[config.mk]
export PLATFORM = sky130hd
export DESIGN_NAME = bas_sequencer
export DESIGN_NICKNAME = d
export VERILOG_FILES = /design/src/rtl/bas_pkg.sv /design/src/rtl/bas_strobe_arb.sv /design/src/rtl/bas_burst_counter.sv /design/src/rtl/bas_order_map.sv /design/src/rtl/bas_sequencer.sv
export SDC_FILE = /design/constraint.sdc
export NUM_CORES = 1
export LEC_CHECK = 0
export BUFFER_PORTS_ARGS = -buffer_cell sky130_fd_sc_hd__buf_2
export CAP_MARGIN = 40
export CORE_AREA = 2 2 46 48
export CTS_BUF_LIST = sky130_fd_sc_hd__clkbuf_16
export CTS_CLUSTER_DIAMETER = 100
export DETAILED_ROUTE_END_ITERATION = 12
export DIE_AREA = 0 0 48 50
export PLACE_DENSITY = 0.84
export SETUP_SLACK_MARGIN = 0.2
export SLEW_MARGIN = 20
export SYNTH_ARGS = -nofsm -noshare
export SYNTH_HDL_FRONTEND = slang
export SYNTH_SLANG_ARGS = --single-unit
[constraint.sdc]
create_clock -name clk -period 1.4 [get_ports clk]
set_input_delay 0.28 -clock clk [delete_from_list [all_inputs] [get_ports clk]]
set_output_delay 0.28 -clock clk [all_outputs]
set_load 0.02 [all_outputs]
[src/rtl/bas_pkg.sv]
package bas_pkg;

    // Action chosen for one clock edge, in priority order.
    typedef enum logic [1:0] {
        ACT_HOLD   = 2'd0,
        ACT_LOAD_P = 2'd1,
        ACT_LOAD_C = 2'd2,
        ACT_STEP   = 2'd3
    } bas_act_e;

endpackage

[src/rtl/bas_strobe_arb.sv]
module bas_strobe_arb
    import bas_pkg::*;
(
    input  logic     adsp_n,
    input  logic     adsc_n,
    input  logic     adv_n,
    input  logic     ce_n,
    input  logic     ce2,
    input  logic     ce2_n,
    input  logic     sel_q,
    output logic     enabled,
    output bas_act_e act
);

    always_comb begin
        enabled = !ce_n && ce2 && !ce2_n;
        if (!adsp_n && enabled) begin
            act = ACT_LOAD_P;
        end else if (!adsc_n) begin
            act = ACT_LOAD_C;
        end else if (!adv_n && sel_q) begin
            act = ACT_STEP;
        end else begin
            act = ACT_HOLD;
        end
    end

endmodule

[src/rtl/bas_burst_counter.sv]
module bas_burst_counter #(
    parameter int BURST_W = 2
) (
    input  logic               clk,
    input  logic               rst_n,
    input  logic               clear,
    input  logic               step,
    output logic [BURST_W-1:0] beat_q
);

    logic [BURST_W-1:0] beat_d;

    always_comb begin
        beat_d = beat_q;
        if (clear) begin
            beat_d = '0;
        end else if (step) begin
            beat_d = beat_q + 1'b1;
        end
    end

    always_ff @(posedge clk or negedge rst_n) begin
        if (!rst_n) begin
            beat_q <= '0;
        end else begin
            beat_q <= beat_d;
        end
    end

    // Checks on the counter itself.
    AST_BEAT_CLEAR: assert property (@(posedge clk) disable iff (!rst_n)
        clear |=> (beat_q == '0));
    AST_BEAT_FROZEN: assert property (@(posedge clk) disable iff (!rst_n)
        (!clear && !step) |=> $stable(beat_q));

endmodule

[src/rtl/bas_order_map.sv]
module bas_order_map #(
    parameter int BURST_W = 2
) (
    input  logic [BURST_W-1:0] start_bits,
    input  logic [BURST_W-1:0] beat,
    input  logic               interleave,
    output logic [BURST_W-1:0] low_bits
);

    logic [BURST_W-1:0] xor_bits;
    logic [BURST_W-1:0] sum_bits;

    genvar gi;
    generate
        for (gi = 0; gi < BURST_W; gi++) begin : g_xor
            assign xor_bits[gi] = start_bits[gi] ^ beat[gi];
        end
    endgenerate

    assign sum_bits = start_bits + beat;

    always_comb begin
        low_bits = interleave ? xor_bits : sum_bits;
    end

    // At beat 0 both orders give the start offset.
    always_comb begin
        AST_BEAT0_START: assert (beat != '0 || low_bits == start_bits);
    end

endmodule

[src/rtl/bas_sequencer.sv]
module bas_sequencer
    import bas_pkg::*;
#(
    parameter int ADDR_W  = 15,
    parameter int BURST_W = 2
) (
    input  logic              clk,
    input  logic              rst_n,
    input  logic [ADDR_W-1:0] addr_in,
    input  logic              adsp_n,
    input  logic              adsc_n,
    input  logic              adv_n,
    input  logic              ce_n,
    input  logic              ce2,
    input  logic              ce2_n,
    input  logic              burst_mode,
    output logic [ADDR_W-1:0] array_addr,
    output logic              sel_q
);

    localparam int UPPER_W = ADDR_W - BURST_W;

    typedef struct packed {
        logic [UPPER_W-1:0] upper;
        logic [BURST_W-1:0] start;
        logic               sel;
    } bas_state_t;

    bas_state_t         st_d;
    bas_state_t         st_q;
    bas_act_e           act;
    logic               enabled;
    logic               load;
    logic [BURST_W-1:0] beat_q;
    logic [BURST_W-1:0] low_bits;

    bas_strobe_arb i_arb (
        .adsp_n  (adsp_n),
        .adsc_n  (adsc_n),
        .adv_n   (adv_n),
        .ce_n    (ce_n),
        .ce2     (ce2),
        .ce2_n   (ce2_n),
        .sel_q   (st_q.sel),
        .enabled (enabled),
        .act     (act)
    );

    assign load = (act == ACT_LOAD_P) || (act == ACT_LOAD_C);

    bas_burst_counter #(.BURST_W(BURST_W)) i_cnt (
        .clk    (clk),
        .rst_n  (rst_n),
        .clear  (load),
        .step   (act == ACT_STEP),
        .beat_q (beat_q)
    );

    always_comb begin
        st_d = st_q;
        unique case (act)
            ACT_LOAD_P: begin
                st_d.upper = addr_in[ADDR_W-1:BURST_W];
                st_d.start = addr_in[BURST_W-1:0];
                st_d.sel   = 1'b1;
            end
            ACT_LOAD_C: begin
                st_d.upper = addr_in[ADDR_W-1:BURST_W];
                st_d.start = addr_in[BURST_W-1:0];
                st_d.sel   = enabled;
            end
            default: begin
                st_d = st_q;
            end
        endcase
    end

    always_ff @(posedge clk or negedge rst_n) begin
        if (!rst_n) begin
            st_q <= '0;
        end else begin
            st_q <= st_d;
        end
    end

    bas_order_map #(.BURST_W(BURST_W)) i_map (
        .start_bits (st_q.start),
        .beat       (beat_q),
        .interleave (burst_mode),
        .low_bits   (low_bits)
    );

    assign array_addr = {st_q.upper, low_bits};
    assign sel_q      = st_q.sel;

    // Port-level checks on the sequencing rules.
    AST_PSTROBE_LOAD: assert property (@(posedge clk) disable iff (!rst_n)
        (!adsp_n && !ce_n && ce2 && !ce2_n) |=>
            (array_addr == $past(addr_in)) && sel_q);
    AST_CSTROBE_LOAD: assert property (@(posedge clk) disable iff (!rst_n)
        (!adsc_n && !(!adsp_n && !ce_n && ce2 && !ce2_n)) |=>
            (array_addr == $past(addr_in)) &&
            (sel_q == $past(!ce_n && ce2 && !ce2_n)));
    AST_UPPER_FIXED: assert property (@(posedge clk) disable iff (!rst_n)
        (adsc_n && (adsp_n || ce_n || !ce2 || ce2_n)) |=>
            $stable(array_addr[ADDR_W-1:BURST_W]) && $stable(sel_q));
    AST_IDLE_HOLD: assert property (@(posedge clk) disable iff (!rst_n)
        (adsp_n && adsc_n && adv_n) |=>
            ($stable(array_addr) || $changed(burst_mode)));
    AST_DESEL_NO_STEP: assert property (@(posedge clk) disable iff (!rst_n)
        (!sel_q && adsc_n && (adsp_n || ce_n || !ce2 || ce2_n)) |=>
            ($stable(array_addr) || $changed(burst_mode)));

endmodule

==> metrics.md <==
| Metric | Value |
|---|---|
| CTS H-Tree Depth | 1 |
| Crit. End Element | output pin |
| Share of async-settable or async-resettable flops after synthesis | 100.0% |
| CP max-delay cell | dfrtp_1 |
| Number of clock sinks | 18 |
| Worst-path clk slew | 50 ps |
| Later-pin clock latency in the skew report | 240 ps |
| Drt wl/cell | 12.29 um |
| Starting density of the core | 41.51% |
| Run status | complete, but fails checks |
| TritonRoute pass-1 iters | 2 |
| Crit-path max FO | 2 |
| IO Count | 40 |
| WP data required | 1120 ps |
| Critical Path, Cell by Cell | ha_2, nor2b_4, xnor2_4, buf_6 |
| CP Capture Point | array_addr[1] |
| Setup violators final | 1 |
| Failing checks | negative setup slack |
| DRC viols | 0 |
| Worst path arrival time | 1200 ps |
| Post-synth EDFFs | 0 |
| Core Region | 1902 sq um |
| Mapped Area | 789.5 sq um |
| Chip width | 48 um |
| Final setup margin | -79.26 ps |
| Via count | 543 |
| Final global-route overflow total | 0 |
| Total power divided by cell area | 1249 nW/um^2 |
| Syn_area_per_cell | 16.45 sq um |
| Synth top area share | 57.05% |
| Post-synthesis register bit count | 18 |
| DP HPWL | 1.156 mm |
| FF-to-FF path depth | 4 |
| Maximum vdd drop | 0.0007706 V |
| Synth cell types | 14 |
| Final std cells w/o fill | 121 |
| Slowest stage delay, CP | 350 ps |
| Area growth from synthesis to layout | 48.02% |
| Die Y | 50 um |
| Final wirelength | 1.487 mm |
| Warnings from Yosys | 0 |
| Share of post-route cells with drive strength above 1 | 69.15% |
| Final Skew | 0.2766 ps |
| CTS tree | yes |
| F_max | 0.6760 GHz |
| RR Endpoint | i_cnt.beat_q[1] |
| Slew Viols, Final | 0 |
| Top post-synthesis cells by area | dfrtp_1 57%, mux2_4 15%, mux2_2 10%, xnor2_1 3.3%, o31ai_4 2.7% |
| Rows | 16 |
| Largest net degree at the start of global routing | 19 |
| Global Route Usage Sum | 14.09% |
| Final hold slack | 267.2 ps |
| First-pass GRT wire length | 2.435 mm |
| Diode count | 0 |
| DRT antenna net count | 0 |
| Via/cell ratio | 4.488 |
| Pleak | 0.5838 nW |
| Post-layout util | 61.45% |
| Crit path from | i_cnt.beat_q[0] |
| Num CTS Buffers | 3 |
| R2r startpoint | i_cnt.beat_q[0] |
| Worst slew margin | 73.93% |
| Most common cell in the netlist | dfrtp_1 |
| GP Congestion | 0.6285 |
| Synth area leader | dfrtp_1 |
| Tmin final | 1479 ps |
| Reg2reg setup slack | 470 ps |
| Most frequent cells after synthesis | 18 x dfrtp_1, 8 x mux2_4, 7 x mux2_2, 3 x xnor2_1 |
| Initial antenna violation count | 0 |
| Clock root buffer | clkbuf_16 |
| Worst slack, placed | -8.001 ps |
| Sequential share of the synthesized area | 57.05% |
| Die area | 2400 sq um |
| Synth Flop Type | dfrtp_1 |
| RSZ-0062 raised after global routing | true |
| Worst Max-Slew Pin Slew | 391.1 ps |
| Number of DRC markers in iteration 0 | 3 |
| Endpoints failing hold | 0 |
| WS Path Type | register to output pin |
| Net count after synthesis | 73 |
| Buffers from clock root to sink, at most | 2 |
| Vias in the first global route | 600 |
| Part of the cycle the worst path needs | 105.7% |
| Max cap viols | 0 |
| Worst setup SP type | register |
| Post-Place Cells | 115 |
| Cell count after synthesis | 48 |
| HP Class | input pin to register |
| Nets | 120 |
| Buffers on Ports | 39 |
-- routing by layer --
metal / vias to the layer above / track usage (%) / wire [um]
met2: 13 / 25.78 / 856
li1: 259 / - / -
met1: 269 / 14.35 / 553
met5: - / 0 / 0
met4: 0 / 5.405 / 19
met3: 2 / 3.297 / 58
-- cell usage in the layout (no fill, tap or decap) --
cell type	count
nand3b_1	1
nor2_1	2
a211oi_1	1
nand2b_4	1
xnor2_4	1
ha_2	1
buf_4	2
buf_12	1
dlygate4sd3_1	1
o31ai_4	1
a21o_1	1
xor2_1	1
clkinv_1	1
nor2b_1	1
buf_6	2
mux2_4	8
dfrtp_1	18
clkbuf_16	3
xnor2_1	2
nor2b_4	1
buf_2	37
mux2_2	7
-- state kept, by name, summed over array words and instances (netlist names) --
register	cells
st_q	2
array_addr	13
i_cnt.beat_q	2
sel_q	1
-- worst max-delay path: cells and delay by family, from the launching register on --
family	cells	cell delay (ps)
adder cells (fa/ha/maj)	1	170
flip-flops	1	350
buffers and inverters	1	130
XOR/XNOR	1	130
AND/OR/NAND/NOR	1	190
-- cells by family after synthesis --
kind of cell | after synthesis | synth area share (%)
multiplexers | 15 | 25.20
buffers and inverters | 1 | 1.901
AND/OR/NAND/NOR | 6 | 5.230
XOR/XNOR | 4 | 4.438
adder cells (fa/ha/maj) | 1 | 1.585
AO/OA/AOI/OAI | 3 | 4.597
flip-flops | 18 | 57.05
-- layout make-up --
class | count | area, sq um
fillers | 167 | 733.2
clock inverters | 1 | 3.754
flip-flops and latches | 18 | 450.4
repair buffers | 43 | 252.7
clock buffers | 3 | 75.07
well taps | 27 | 33.78
multi-input cells | 29 | 352.8
-- power by group --
group / total [mW] / switching [mW] / internal [mW]
sequential: 0.599 / 0.0274 / 0.572
clock: 0.551 / 0.172 / 0.378
combinational: 0.310 / 0.149 / 0.161
-- how the worst min path moves through the flow --
stage                     end   startpoint  depth (start not counted)
2_1_floorplan  array_addr[10]        rst_n                          0
3_5_place_dp    array_addr[6]        rst_n                          1
6_report        array_addr[4]   addr_in[4]                          2
3_3_place_gp    array_addr[3]        rst_n                          1
4_1_cts         array_addr[5]   addr_in[5]                          2
5_1_grt        array_addr[13]  addr_in[13]                          2
-- metrics by stage --
step / cell area (sq um) / setup TNS (ps) / total power, mW
after global routing: 1169 / -133.2 / 1.530
after floorplan: 818.3 / 0 / 0.7854
final: 1169 / -79.26 / 1.460
after CTS: 1169 / -97.79 / 1.478
after detailed placement: 1060 / -30.80 / 0.9041
after global placement: 1060 / 0 / 0.8935
-- timing repair --
item,in CTS,in global routing
buffers inserted,1,0
pin swaps,1,0
hold buffers,1,0
endpoints found under the hold margin,18,0
gates resized for setup,4,0
setup endpoints to repair,2,2
Power figures use the tool's default switching activity.
